$ cat src/rtl/lirq_pkg.sv
package lirq_pkg;
    localparam int NSRC    = 9;   // interrupt sources
    localparam int NLINE   = 3;   // request lines
    localparam int AW      = 4;   // word address width
    localparam int DW      = 32;  // register width
    localparam int ACK_LSB = 16;  // first pending/acknowledge bit
endpackage

$ cat src/rtl/lirq_sync.sv
module lirq_sync #(
    parameter int W = 9
) (
    input  logic         clk,
    input  logic         rst_n,
    input  logic [W-1:0] d_in,
    output logic [W-1:0] q_out
);
    typedef struct packed {
        logic [W-1:0] s1;
        logic [W-1:0] s2;
    } sync_t;

    sync_t st_d, st_q;

    always_comb begin
        st_d    = st_q;
        st_d.s1 = d_in;
        st_d.s2 = st_q.s1;
    end

    always_ff @(posedge clk or negedge rst_n) begin
        if (!rst_n) st_q <= '0;
        else        st_q <= st_d;
    end

    assign q_out = st_q.s2;
endmodule

$ cat src/rtl/lirq_line.sv
module lirq_line #(
    parameter int N_SRC = 9
) (
    input  logic             clk,
    input  logic             rst_n,
    input  logic [N_SRC-1:0] act,     // polarity-adjusted, synchronised
    input  logic             wr,      // this line's register written
    input  logic [N_SRC-1:0] en_wr,
    input  logic [N_SRC-1:0] ack_wr,
    output logic [N_SRC-1:0] en_q,
    output logic [N_SRC-1:0] pend_q,
    output logic             irq
);
    typedef struct packed {
        logic [N_SRC-1:0] en;
        logic [N_SRC-1:0] pend;
    } line_t;

    line_t            st_d, st_q;
    logic [N_SRC-1:0] ack;

    always_comb begin
        st_d = st_q;
        ack  = wr ? ack_wr : '0;
        // level capture is sticky; an acknowledge wins on its own edge
        st_d.pend = (st_q.pend | (act & st_q.en)) & ~ack;
        if (wr) st_d.en = en_wr;
    end

    always_ff @(posedge clk or negedge rst_n) begin
        if (!rst_n) st_q <= '0;
        else        st_q <= st_d;
    end

    assign en_q   = st_q.en;
    assign pend_q = st_q.pend;
    assign irq    = |st_q.pend;
endmodule

$ cat src/rtl/lirq_rdmux.sv
module lirq_rdmux #(
    parameter int N_SRC   = 9,
    parameter int N_LINE  = 3,
    parameter int ADDR_W  = 4,
    parameter int DW      = 32,
    parameter int ACK_LSB = 16
) (
    input  logic                          sel,
    input  logic [ADDR_W-1:0]             addr,
    input  logic [DW-1:0]                 pol_word,
    input  logic [N_LINE-1:0][N_SRC-1:0]  en_all,
    input  logic [N_LINE-1:0][N_SRC-1:0]  pend_all,
    output logic [DW-1:0]                 rdata
);
    always_comb begin
        rdata = '0;
        if (sel) begin
            if (addr == '0) rdata = pol_word;
            for (int n = 0; n < N_LINE; n++) begin
                if (addr == ADDR_W'(n + 1)) begin
                    rdata[N_SRC-1:0]           = en_all[n];
                    rdata[ACK_LSB +: N_SRC]    = pend_all[n];
                end
            end
        end
    end
endmodule

$ cat src/rtl/lvl_irq_router.sv
module lvl_irq_router
    import lirq_pkg::*;
#(
    parameter int N_SRC  = NSRC,
    parameter int N_LINE = NLINE,
    parameter int ADDR_W = AW
) (
    input  logic              clk,
    input  logic              rst_n,
    input  logic [N_SRC-1:0]  irq_src,
    input  logic              bus_sel,
    input  logic              bus_wr,
    input  logic [ADDR_W-1:0] bus_addr,
    input  logic [DW-1:0]     bus_wdata,
    output logic [DW-1:0]     bus_rdata,
    output logic [N_LINE-1:0] irq_out
);
    localparam logic [DW-1:0] LOW_ONES = DW'((64'd1 << N_SRC) - 64'd1);

    // polarity word kept full width; undefined bits are constant zero
    typedef struct packed {
        logic [DW-1:0] pol;
    } pol_t;

    pol_t                        pol_d, pol_q;
    logic [N_SRC-1:0]            src_sync;
    logic [N_SRC-1:0]            act;
    logic [N_LINE-1:0]           line_wr;
    logic [N_LINE-1:0][N_SRC-1:0] en_w;
    logic [N_LINE-1:0][N_SRC-1:0] pend_w;

    always_comb begin
        pol_d = pol_q;
        if (bus_sel && bus_wr && bus_addr == '0)
            pol_d.pol = bus_wdata & LOW_ONES;
    end

    always_ff @(posedge clk or negedge rst_n) begin
        if (!rst_n) pol_q <= '0;
        else        pol_q <= pol_d;
    end

    lirq_sync #(.W(N_SRC)) u_sync (
        .clk   (clk),
        .rst_n (rst_n),
        .d_in  (irq_src),
        .q_out (src_sync)
    );

    // active when the synchronised level equals the polarity bit
    assign act = ~(src_sync ^ pol_q.pol[N_SRC-1:0]);

    for (genvar g = 0; g < N_LINE; g++) begin : g_line
        assign line_wr[g] = bus_sel && bus_wr && (bus_addr == ADDR_W'(g + 1));

        lirq_line #(.N_SRC(N_SRC)) u_line (
            .clk    (clk),
            .rst_n  (rst_n),
            .act    (act),
            .wr     (line_wr[g]),
            .en_wr  (bus_wdata[N_SRC-1:0]),
            .ack_wr (bus_wdata[ACK_LSB +: N_SRC]),
            .en_q   (en_w[g]),
            .pend_q (pend_w[g]),
            .irq    (irq_out[g])
        );
    end

    lirq_rdmux #(
        .N_SRC   (N_SRC),
        .N_LINE  (N_LINE),
        .ADDR_W  (ADDR_W),
        .DW      (DW),
        .ACK_LSB (ACK_LSB)
    ) u_rdmux (
        .sel      (bus_sel),
        .addr     (bus_addr),
        .pol_word (pol_q.pol),
        .en_all   (en_w),
        .pend_all (pend_w),
        .rdata    (bus_rdata)
    );
endmodule

$ cat config.mk
export PLATFORM = sky130hd
export DESIGN_NAME = lvl_irq_router
export DESIGN_NICKNAME = d
export VERILOG_FILES = /design/src/rtl/lirq_pkg.sv /design/src/rtl/lirq_sync.sv /design/src/rtl/lirq_line.sv /design/src/rtl/lirq_rdmux.sv /design/src/rtl/lvl_irq_router.sv
export SDC_FILE = /design/constraint.sdc
export NUM_CORES = 1
export LEC_CHECK = 0
export CAP_MARGIN = 20
export CORE_MARGIN = 2
export CORE_UTILIZATION = 56
export CTS_BUF_LIST = sky130_fd_sc_hd__clkbuf_4
export DETAILED_ROUTE_END_ITERATION = 16
export PLACE_DENSITY = 0.91
export SETUP_SLACK_MARGIN = 0.5
export SLEW_MARGIN = 20
export SYNTH_ARGS = -nofsm -noshare
export SYNTH_HDL_FRONTEND = slang
export SYNTH_SLANG_ARGS = --single-unit
$ cat constraint.sdc
create_clock -name clk -period 2.46 [get_ports clk]
set_input_delay 0.492 -clock clk [delete_from_list [all_inputs] [get_ports clk]]
set_output_delay 0.492 -clock clk [all_outputs]
set_load 0.05 [all_outputs]
Yosys cells after proc, flatten, opt, wreduce, memory -nomap -nowiden:

Index checks and enable logic that the tools add are counted.
Widths: inputs -> output; s select.

* eq/ne operators: 3
* mux-type cells: 11
* bitwise operators: 14
* reduce and logical (&&, ||, !) cells: 9

Operators by type and width (number)
* $mux 9: 10
* $and 9x9->9: 6
* $not 9->9: 4
* $mux 32: 1
* $or 9x9->9: 3
* $reduce_or 9->1: 3
* $xor 9x9->9: 1
* $eq 4x2->1 const B: 2
* $logic_and 1x1->1: 5
* $eq 4x1->1 const B: 1
* $logic_not 4->1: 1

* register bits: 81
* input port bits: 49
* output and inout bits: 35

Logic depth before layout (Yosys ltp):

* depth in word-level cells: 6
* depth in mapped cells: 5
* gate-level depth less buffers: 3

Cells and area by module:

A second synthesis with hierarchy kept.

* cell total of the unflattened synthesis: 291
* area, all modules: 3849.9 um^2

By module, submodules not included
* lirq_line: times used 3, cells an instance 51, area an instance 691.9 um^2, seq. area each 450.4 um^2
* lirq_rdmux: times used 1, cells an instance 84, area an instance 818.3 um^2, seq. area each 0.0 um^2
* lvl_irq_router: times used 1, cells an instance 36, area an instance 505.5 um^2, seq. area each 225.2 um^2
* lirq_sync: times used 1, cells an instance 18, area an instance 450.4 um^2, seq. area each 450.4 um^2

Worst setup path before layout:

Ideal clock, no wire load.

* path type: input to output
* from: input port bus_addr[0]
* to: output port bus_rdata[22]
* data arrival time: 1.813 ns
* path slack: 0.155 ns
* stages: 5
* buffers on the path: 3
* path through: buf_2 > buf_2 > buf_4 > o221ai_1 > nor2_1

* word-level cells in the longest chain between the ends: 5
* elaborated cells on any way between the ends: 7

RTL lines
* start, declared: RTL line lvl_irq_router.sv:13 `input logic [ADDR_W-1:0] bus_addr,`
* $eq 4x1->1: RTL line lirq_rdmux.sv:20 `if (addr == ADDR_W'(n + 1)) begin`
* $mux 9 (2 in a row): RTL line lirq_rdmux.sv:20
* $mux 9 *: RTL line lirq_rdmux.sv:20
* $mux 32 *: RTL line lirq_rdmux.sv:17 `if (sel) begin`
* end, declared: RTL line lvl_irq_router.sv:15 `output logic [DW-1:0] bus_rdata,`

Mark *: on every way between the ends. The rest lies on a longest branch, timed or not.

Worst setup path after layout:

* from: register g_line[1].u_line.st_q, in the netlist g_line[1].u_line.pend_q[3]
* to: output port irq_out[1]

* word-level cells in the longest chain between the ends: 1

RTL lines
* start, declared: RTL line lirq_line.sv:19 `line_t st_d, st_q;`
* start signal, assigned: RTL line lirq_line.sv:32 `else st_q <= st_d;`
* $reduce_or 9->1: RTL line lirq_line.sv:37 `assign irq = |st_q.pend;`
* end, declared: RTL line lvl_irq_router.sv:16 `output logic [N_LINE-1:0] irq_out`

Every way passes these cells.

==> flow_summary.ini <==
[outcome]
outcome = finished, final reports clean

[cts]
cts.sinks = 81
cts_tree = yes
clk_path_buf_depth = 2
clockRootBuffer = clkbuf_4
ctsHtreeMaxLevel = 3
clk_pin_slew_ns = 0.14
cts_made_buffers = 9
clock_latency_ns = 0.46

[timing]
finalMaxSlewViolations = 0
final.period_utilization = 0.870
worstMarginPinSlew_ns = 0.518
setup_viol = 0
skew_ns = 0.0203
rsz0062_at_grt = true
timing.final.ws_setup_ns = 0.320
clock.fmax_mhz = 467
finalHoldViolations = 0
fin_crit_ns = 2.14
slew_headroom = 0.655

[worst_setup_path]
r2r_slack_ns = 1.16
worst-path-max-fanout = 2
r2r-end = g_line[2].u_line.pend_q[8]
reg2reg_depth = 5
cp-endpoint = irq_out[1]
crit_type = reg -> out
worst_setup_path_end_kind = output port
r2r_start = pol_q[8]
worstSetupStartpoint = g_line[1].u_line.pend_q[3]
cp.arrival_ns = 1.65
cp-start-kind = flop
required_ns = 1.97

[final_layout]
syn2layout_area_growth_pct = 46.4
final_area_um2 = 5330
fin_nets = 452
drive_above_1_share = 0.488
antennaDiodeCount = 0
finish.utilization = 0.844

[global_route]
grt_max_degree = 45
grtUsageTotal = 0.339
grt_overflow = 0
grt_antenna_before_repair = 0
grt_pass1_wl_um = 18000
grt_pass1_vias = 3229

[routing]
wl_per_cell_um = 24.9
ant_nets = 0
drt-pass1-iter-count = 6
drc_errors = 0
drtIter0Drc = 329
via_count = 3126
via_per_inst = 6.45
routed_wl_um = 12100

[job]
cap_viol_max_count = 0

[die]
start_util = 0.577
dieArea_um2 = 7160
die_h_um = 84.6
core_um2 = 6310
die_x_um = 84.6
fp-row-count = 29
num_io_pins = 84

[placement]
routabilityCongestion = 0.824
dpl.hpwl_um = 5870
portBuffers = 55
placed_area_um2 = 4320
preCtsSetupSlack_ns = -0.179

[yosys]
ys_types = 26
ys_warn_count = 0
yosys.area_share.simple = 0.0598
synth_area_um2 = 3640
ys_top_cells_by_area = dfrtp_1 (56%), mux2_2 (16%), a21oi_1 (8.7%)
synth_area_leader_cell = dfrtp_1
netlist.area_leader.share = 0.557
yosysSeqAreaShare = 0.557
synth_top_family_by_area = multiplexers
synth_mux_area_frac = 0.169
synth_xor_area_frac = 0.0216
syn-instance-count = 298
synthAdderAreaFrac = 0
synth-compound-area-share = 0.124
avgSynthCellArea_um2 = 12.2
ys_seq_elements = 81

[pwr]
p_total_uw = 3480
p_leak_uw = 0.00218
p_per_area_nw_per_um2 = 652
ir_drop_mv = 0.590

[worst_hold_path]
hold_class = reg -> reg
## placed cells by master, fill, tap and decap left out, drive strengths merged, types with 9 or more instances in the layout
master	n
nor2	23
clkdlybuf4s50	28
buf	80
o221ai	9
conb	14
clkbuf	10
mux2	54
dfrtp	81
o22ai	9
a21oi	63
xnor2	9
## routing by layer
layer  wire length [µm]  global-route usage
met4                756               0.214
met5                  0                   0
met1               4470               0.406
met3               1010               0.110
met2               5840               0.528
## registers in the layout (all words and copies together), names as in the netlist
name                  cells
pol_q                     9
u_sync.q_out              9
g_line.u_line.pend_q     27
u_sync.st_d               9
g_line.u_line.en_q       27
## where the power goes
group          internal [µW]  switching [µW]
sequential              1520             180
clock                    306             495
combinational            496             483
## layout make-up
class	count	area, µm²
well taps	77	96.3
clock buffers	9	67.6
repair buffers	112	1200
flip-flops and latches	81	2030
multi-input cells	199	1870
clock inverters	7	71.3
fillers	277	982
## critical path, stage by stage, from the launching register on
cell     delay (ns)
dfrtp_1        0.44
nor4_2         0.31
nand3_1        0.22
buf_6          0.22
## cell families after synthesis
kind of cell,count (synthesis)
other,1
XOR/XNOR,9
AND/OR/NAND/NOR,40
AO/OA/AOI/OAI,81
multiplexers,54
buffers and inverters,32
flip-flops,81
## what timing repair did
action	4_1_cts	5_1_grt
hold endpoints to repair	0	7
buffers inserted	23	13
resized for setup	110	21
gates cloned	7	0
endpoints found under the setup margin	21	21
hold buffers	0	1
pin swaps	14	8
## worst min-delay path by stage
stage	start	end	slack (ns)	cells after the start
after floorplan	rst_n	g_line[0].u_line.en_q[0]	0.20	0
after global placement	u_sync.st_d[1]	u_sync.q_out[1]	0.33	0
after detailed placement	u_sync.st_d[4]	u_sync.q_out[4]	0.33	0
after CTS	rst_n	u_sync.st_d[5]	0.009	1
after global routing	u_sync.st_d[7]	u_sync.q_out[7]	0.38	0
final	u_sync.st_d[0]	u_sync.q_out[0]	0.36	0
## stage by stage
step | setup TNS (ns) | hold WS (ns) | cells
after CTS | 0 | 0.00881 | 471
final | 0 | 0.361 | 485
after detailed placement | -2.39 | 0.335 | 425
after global placement | -1.94 | 0.332 | 425
after floorplan | 0 | 0.196 | 311
after global routing | 0 | 0.375 | 485
## Yosys cell counts
| cell | n |
|---|---|
| nor3_1 | 3 |
| nor2_1 | 23 |
| buf_2 | 3 |
| conb_1 | 1 |
| and4b_1 | 2 |
| nand2_1 | 1 |
| o22ai_1 | 9 |
| nand3_1 | 3 |
| buf_6 | 5 |
| mux2_1 | 1 |
| and4_1 | 1 |
| buf_8 | 1 |
| mux2_2 | 51 |
| o221ai_1 | 9 |
| a21oi_1 | 63 |
| nor4_1 | 3 |
| dfrtp_1 | 81 |
| buf_4 | 20 |
| nand4bb_1 | 1 |
| mux2_4 | 2 |
| buf_1 | 1 |
| xnor2_1 | 9 |
| nor3b_2 | 1 |
| clkbuf_1 | 2 |
| nand3_4 | 1 |
| or3b_2 | 1 |
(Power assumes the default switching activity.)
